<file path="config.mk">
export PLATFORM = sky130hd
export DESIGN_NAME = pix_acq_seq
export DESIGN_NICKNAME = d
export VERILOG_FILES = /design/src/rtl/pix_acq_pkg.sv /design/src/rtl/pix_rdo_pend.sv /design/src/rtl/pix_frame_fsm.sv /design/src/rtl/pix_acq_seq.sv
export SDC_FILE = /design/constraint.sdc
export NUM_CORES = 1
export LEC_CHECK = 0
export CAP_MARGIN = 20
export CORE_ASPECT_RATIO = 1.25
export CORE_MARGIN = 2
export CORE_UTILIZATION = 45
export DETAILED_ROUTE_END_ITERATION = 8
export HOLD_SLACK_MARGIN = 0.02
export PLACE_DENSITY = 0.81
export SLEW_MARGIN = 20
export SYNTH_ARGS = -nofsm -noshare
export SYNTH_HDL_FRONTEND = slang
export SYNTH_HIERARCHICAL = 1
export SYNTH_SLANG_ARGS = --single-unit
</file>
<file path="constraint.sdc">
create_clock -name clk -period 2.54 [get_ports clk]
set_input_delay 0.254 -clock clk [delete_from_list [all_inputs] [get_ports clk]]
set_output_delay 0.254 -clock clk [all_outputs]
set_load 0.02 [all_outputs]
</file>
<file path="src/rtl/pix_acq_pkg.sv">
package pix_acq_pkg;
  typedef enum logic [2:0] {
    ST_IDLE,
    ST_BASE,
    ST_WIN,
    ST_GAP,
    ST_READ,
    ST_RECOV
  } seq_state_t;
endpackage

</file>
<file path="src/rtl/pix_rdo_pend.sv">
module pix_rdo_pend (
  input  logic clk,
  input  logic rst,
  input  logic rdo_trig,
  input  logic take,
  output logic pend
);
  // a new request on the consuming edge carries over to the next frame
  always_ff @(posedge clk) begin
    if (rst) pend <= 1'b0;
    else     pend <= (pend & ~take) | rdo_trig;
  end
endmodule

</file>
<file path="src/rtl/pix_frame_fsm.sv">
module pix_frame_fsm
  import pix_acq_pkg::*;
#(
  parameter int W = 16
) (
  input  logic         clk,
  input  logic         rst,
  input  logic         start,
  input  logic         pend,
  input  logic         rdo_done,
  input  logic [W-1:0] r0_dly,
  input  logic [W-1:0] acq_dly,
  input  logic [W-1:0] acq_wid,
  input  logic [W-1:0] sro_dly,
  input  logic [W-1:0] rec_cnt,
  output logic         take,
  output logic         amp_rst,
  output logic         acq,
  output logic         cds1,
  output logic         cds2,
  output logic         sro,
  output logic         busy
);
  localparam logic [W-1:0] ONE = W'(1);

  seq_state_t   st;
  logic [W-1:0] cnt;

  assign take = (st == ST_GAP) && (cnt == sro_dly) && pend;

  always_ff @(posedge clk) begin
    if (rst) begin
      st      <= ST_IDLE;
      cnt     <= '0;
      amp_rst <= 1'b1;
      acq     <= 1'b0;
      cds1    <= 1'b0;
      cds2    <= 1'b0;
      sro     <= 1'b0;
      busy    <= 1'b0;
    end else begin
      cds1 <= 1'b0;
      cds2 <= 1'b0;
      cnt  <= cnt + ONE;
      unique case (st)
        ST_IDLE: begin
          if (start) begin
            st   <= ST_BASE;
            busy <= 1'b1;
            cnt  <= ONE;
          end
        end
        ST_BASE: begin
          if (cnt == r0_dly) amp_rst <= 1'b0;
          if (cnt == acq_dly) begin
            st   <= ST_WIN;
            acq  <= 1'b1;
            cds1 <= 1'b1;
            cnt  <= ONE;
          end
        end
        ST_WIN: begin
          if (cnt == acq_wid) begin
            st   <= ST_GAP;
            acq  <= 1'b0;
            cds2 <= 1'b1;
            cnt  <= ONE;
          end
        end
        ST_GAP: begin
          if (cnt == sro_dly) begin
            if (pend) begin
              st  <= ST_READ;
              sro <= 1'b1;
            end else begin
              st      <= ST_RECOV;
              amp_rst <= 1'b1;
              cnt     <= ONE;
            end
          end
        end
        ST_READ: begin
          if (rdo_done) begin
            st      <= ST_RECOV;
            sro     <= 1'b0;
            amp_rst <= 1'b1;
            cnt     <= ONE;
          end
        end
        ST_RECOV: begin
          if (cnt >= rec_cnt) begin
            st   <= ST_IDLE;
            busy <= 1'b0;
          end
        end
        default: st <= ST_IDLE;
      endcase
    end
  end
endmodule

</file>
<file path="src/rtl/pix_acq_seq.sv">
module pix_acq_seq #(
  parameter int W = 16
) (
  input  logic         clk,
  input  logic         rst,
  input  logic         run_trig,
  input  logic         rdo_trig,
  input  logic [W-1:0] r0_dly,
  input  logic [W-1:0] acq_dly,
  input  logic [W-1:0] acq_wid,
  input  logic [W-1:0] sro_dly,
  input  logic [W-1:0] rec_cnt,
  input  logic         rdo_done,
  output logic         amp_rst,
  output logic         acq,
  output logic         cds1,
  output logic         cds2,
  output logic         sro,
  output logic         busy,
  output logic         overrun
);
  logic pend;
  logic take;

  pix_rdo_pend i_pend (
    .clk      (clk),
    .rst      (rst),
    .rdo_trig (rdo_trig),
    .take     (take),
    .pend     (pend)
  );

  pix_frame_fsm #(.W(W)) i_fsm (
    .clk      (clk),
    .rst      (rst),
    .start    (run_trig),
    .pend     (pend),
    .rdo_done (rdo_done),
    .r0_dly   (r0_dly),
    .acq_dly  (acq_dly),
    .acq_wid  (acq_wid),
    .sro_dly  (sro_dly),
    .rec_cnt  (rec_cnt),
    .take     (take),
    .amp_rst  (amp_rst),
    .acq      (acq),
    .cds1     (cds1),
    .cds2     (cds2),
    .sro      (sro),
    .busy     (busy)
  );

  always_ff @(posedge clk) begin
    if (rst) overrun <= 1'b0;
    else     overrun <= overrun | (run_trig & busy);
  end
endmodule

</file>
[Word level (Yosys, flattened, before mapping)]
Index checks and enable logic that the tools add are counted.
Operators by class
  add/sub/neg operators: 1
  magnitude comparators: 1
  equality and inequality tests: 18
  multiplexer cells: 32
  bitwise operators: 7
  reductions and logical operators: 14
Operator list (count)
  2-to-1 mux 16 bit: 6
  one-hot mux 16 bit (5 select lines): 1
  == test 16 bit: 4
  2-to-1 mux 3 bit: 6
  one-hot mux 3 bit (6 select lines): 1
  adder 16 x 1 -> 16 bit, second input constant: 1
  >= comparator 16 bit: 1
  2-to-1 mux 1 bit: 14
  != test 2 bit, second input constant: 5
  != test 2 x 1 -> 1 bit, second input constant: 4
  == test 3 x 2 -> 1 bit, second input constant: 2
  == test 3 bit, second input constant: 2
  one-hot mux 1 bit (2 select lines): 3
  AND reduction 3 bit: 2
  AND reduction 6 bit: 1
  nonzero test 2 bit: 3
  AND reduction 5 bit: 1
  AND reduction 4 bit: 1
  OR reduction 2 bit: 2
  == test 3 x 1 -> 1 bit, second input constant: 1
  logical NOT 3 bit: 1
  inverter 1 bit: 3
  one-hot mux 1 bit (3 select lines): 1
  nonzero test 3 bit: 1
  3 further kinds: 6
Storage, ports and cells
  register bits: 27
  input port bits: 85
  output and inout port bits: 7
  word-level logic and storage cells: 83

[Logic depth before layout (Yosys ltp)]
  depth in word-level cells: 6
  mapped depth: 9
  gate-level depth less buffers: 8

[By module]
Netlist, hierarchy kept.
By module, submodules not included
  pix_frame_fsm: instances 1, cells an instance 299, area each 2423.6 um^2, sequential area each 500.5 um^2
  pix_rdo_pend: instances 1, cells an instance 4, area each 38.8 um^2, sequential area each 20.0 um^2
  pix_acq_seq: instances 1, cells an instance 3, area each 28.8 um^2, sequential area each 20.0 um^2

[Least setup slack after synthesis]
OpenSTA, ideal clock, no wires.
  path type: register to register
  start: register i_fsm.cnt[0]
  end: register i_fsm.st[0]
  library setup time: 0.058 ns
  data arrival time: 2.031 ns
  required time: 2.482 ns
  setup slack: 0.450 ns
  cell stages (with the launch flop): 10
  buffers on the path: 1
  period minus slack after synthesis: 2.090 ns
  path through: dfxtp_1 buf_2 inv_1 ha_1 nand2b_1 a2111oi_0 o311ai_0 a2bb2oi_1 nor3_1 a211o_1
Between the ends
  word-level cells in the longest chain between the ends: 3
  elaborated cells on any way between the ends: 9
  classes of those cells: order compare: 1; eq/ne: 7; reduce/logical: 1
RTL lines
  start: declaration: line pix_frame_fsm.sv:27  | logic [W-1:0] cnt;
  start signal: assignment: line pix_frame_fsm.sv:44  | cnt <= cnt + ONE;
  >= comparator 16 bit, or another cell as far along: line pix_frame_fsm.sv:91  | if (cnt >= rec_cnt) begin
  != test 2 x 1 -> 1 bit (no source line) or != test 2 bit (tied branches)
  AND reduction 6 bit (no source line) (*)
  end signal: assignment: line pix_frame_fsm.sv:84  | st <= ST_RECOV;
  end signal: assignment: line pix_frame_fsm.sv:92  | st <= ST_IDLE;
  end signal: assignment: line pix_frame_fsm.sv:96  | default: st <= ST_IDLE;
  end: declaration: line pix_frame_fsm.sv:26  | seq_state_t st;
Mark *: on every way between the ends. The rest lies on a longest branch, timed or not.
A chain may end at the register's enable or synchronous reset.

[Worst setup path after layout]
  start: input port rec_cnt[13]
  end: register i_fsm.st[0]
Between the ends
  word-level cells in the longest chain between the ends: 3
RTL lines
  start: declaration: line pix_acq_seq.sv:12  | input logic [W-1:0] rec_cnt,
  >= comparator 16 bit: line pix_frame_fsm.sv:91
  != test 2 x 1 -> 1 bit (no source line)
  AND reduction 6 bit (no source line)
Every way passes these cells.

==> run metrics <==
# hold bufs at CTS 0; # setup viols final 0; Cell Rows 30; Buffers & Inverters on Critical Path 2; sequential element share of the synthesized area 21.7%; max reg flops 16; Post-synth EDFFs 0; CP max-delay cell or4_1; Synth Instances 306; Top Layer Used met4; mux cell area share after synthesis 0%; Initial Util 46.1%; net switching fraction of the power 31.6%; status finished, final reports clean; crit share post-route 94.0%; Synth Flop Type dfxtp_1; storage element area 541 sq um; largest net degree at the start of global routing 18; Clock Power Share 22.3%; GR Overflow Total 0; Post-Synth Adder-Cell Area 8.54%; CTS root buf clkbuf_8; largest family of logic cells by synthesized area XOR/XNOR gates; number of synthesized register bits 27; biggest regs i_fsm/cnt x16, i_fsm/st x3; Critical Path AT 2.57 ns; die area 0.00615 sq mm; Port Buffer Count 91; first-iteration detailed-routing DRC count 157; pwr dens 332 mW/mm^2; CP Launch Type primary input; post-synthesis xor/xnor area fraction 27.4%; met2 WL 4140 um; total iterations of the first detailed-routing run 4; vias in the first global route 2642; WS Path Type primary input to register; cell family with most CP delay simple AND/OR/NAND/NOR gates; vias 2599; Synth Area in Compound Gates 15.7%; Layout Skew 0.00523 ns; RSZ-0062 raised after global routing false; worst path cell trace clkdlybuf4s50_1 -> inv_1 -> ha_1 -> nand4_1 -> or4_1 -> o311ai_0 -> a2bb2oi_1 -> nor3_1 -> a211o_1; Mean Syn Cell Area 8.14 sq um; Slew Limit Fails 0; Crit. End Element register; WL met3 526 um; DRC 0; met1 WL 2790 um; leakage power 1.50 nW; io pins 92; max_slew headroom 65.3%; count of final hold-check violations 0; Seq pwr share 39.7%; Synth Area in Simple Gates 17.4%; CTS tree yes; Core Box Area 0.00541 sq mm; die width 70.6 um; Post-CTS Repair Setup Buffers 0; Tot Pwr 1.19 mW; Post-synth ARST share 0%; fillcell total 458; synthesized cell area 0.00249 sq mm; Placer Congestion 0.972; synth unique cells 45; CTS H-tree depth 1; Comb pwr share 37.9%; CTS clk-pin slew, worst paths 0.10 ns; Worst-Skew Late Latency 0.28 ns; Worst R2R Setup Slack 0.23 ns; Crit path largest cell delay 0.58 ns; Num Clock Sinks 27; Slew @ Worst Pin 0.516 ns; Syn. warnings 6; Vias/cell 5.58; syn_nets 408; worst hold path class register to register; Net Sw Power 0.376 mW; total track usage 24.8%; final net count 505; Multi-input gate area 0.00172 sq mm; die height 87.2 um; cell internal pwr 0.815 mW; Detail Placement HPWL 6340 um; Largest Register i_fsm/cnt; worst endpoint required time 2.72 ns; # diodes 0; Max VDD drop 0.282 mV; Final min period 2.39 ns; Clock Path Buffers 2; # resized after CTS 0; total CTS buffers 3; Routed WL 7680 um; global-route wire length before repair 12000 um; area grow syn2layout 44.0%; critical-path maximum fanout 2; antenna violations before repair 0; share of cells above drive strength 1 7.96%; ANT nets after route 0; Max-Cap Viols 0; Sum Neg Setup Slack 0 ns; WL/cell 16.5 um; fmax 419 MHz
==> logic make-up (layout without fill, tap and decap cells) <==
family          after synthesis  count (layout)
buf+inv                      47             143
compound gates               55              55
simple gates                 82              82
flops                        27              27
xor+xnor                     78              78
fa+ha+maj                    17              17
==> worst register-to-register path: stages (launching register included) <==
cell,delay (ns)
dfxtp_1,0.40
ha_1,0.31
nand4_1,0.12
or4_1,0.58
o311ai_0,0.32
a2bb2oi_1,0.19
nor3_1,0.06
a211o_1,0.24
==> cells in the mapped netlist, types with 3 or more instances <==
master | number | area (sq um)
dfxtp_1 | 27 | 541
a31oi_1 | 5 | 31.3
nor4_1 | 11 | 68.8
nand3_1 | 5 | 25.0
nand2_1 | 14 | 52.6
buf_6 | 4 | 45.0
nand2b_1 | 5 | 31.3
a211oi_1 | 15 | 113
and3_1 | 3 | 18.8
o21ai_0 | 5 | 25.0
nand4_1 | 14 | 87.6
xor2_1 | 53 | 464
o21a_1 | 3 | 22.5
nor3_1 | 5 | 25.0
inv_1 | 23 | 86.3
buf_4 | 3 | 22.5
a21oi_1 | 11 | 55.1
nor2_1 | 18 | 67.6
xnor2_1 | 25 | 219
buf_2 | 10 | 50.1
clkbuf_1 | 7 | 26.3
ha_1 | 17 | 213
==> layer usage <==
layer  vias up  GRT usage, %
met1      1216          27.4
met3        20          2.66
li1       1252             -
met5         -             0
met2       111          47.2
met4         0          11.1
==> layout by cell type (no fill, tap or decap), types with 3 or more instances in the layout <==
cell	netlist	final
clkdlybuf4s50_1	0	91
nand2_1	14	14
nand2b_1	5	5
and3_1	3	3
nor2_1	18	18
nor3_1	5	5
a211oi_1	15	15
ha_1	17	17
inv_1	23	23
buf_4	3	24
nor4_1	11	11
a21oi_1	11	11
a31oi_1	5	5
xor2_1	53	53
nand3_1	5	5
xnor2_1	25	25
clkbuf_8	0	3
o21ai_0	5	5
nand4_1	14	14
dfxtp_1	27	27
o21a_1	3	3
==> cell type report <==
cell class | count | area share (%)
well taps | 64 | 2.23
multi-input cells | 232 | 47.9
repair buffers | 116 | 31.0
inverters | 23 | 2.41
flip-flops and latches | 27 | 15.1
clock inverters | 1 | 0.244
clock buffers | 3 | 1.15
==> path summary, 6_finish.rpt <==
| kind | startpoint | endpoint | depth (start not counted) |
|---|---|---|---|
| worst max-delay path | rec_cnt[13] | i_fsm/st[0]$_SDFFE_PP0P_ | 9 |
| worst min-delay path | i_fsm/acq$_SDFFE_PP0P_ | i_fsm/acq$_SDFFE_PP0P_ | 2 |
| worst max register to register | i_fsm/cnt[12]$_SDFF_PP0_ | i_fsm/st[0]$_SDFFE_PP0P_ | 7 |
| worst min register to register | i_fsm/acq$_SDFFE_PP0P_ | i_fsm/acq$_SDFFE_PP0P_ | 2 |
==> power by group through the flow <==
stage               clock (mW)  sequential, mW  combinational (mW)
floorplan                    0           0.467               0.231
global placement             0           0.481               0.439
detailed placement           0           0.482               0.449
CTS                      0.272           0.472               0.452
global route             0.291           0.476               0.488
finish                   0.266           0.473               0.452
==> metrics by stage <==
step	setup WS (ns)	cells	cell area (sq um)	util, %	hold slack, ns
detailed placement	-0.152	462	3540	65.5	0.446
floorplan	0.450	306	2490	-	0.316
finish	0.152	466	3590	66.4	0.465
CTS	0.136	466	3590	66.4	0.466
global route	0.0269	466	3590	66.4	0.487
global placement	-0.0726	462	3540	65.5	0.443
Power figures use the tool's default switching activity.
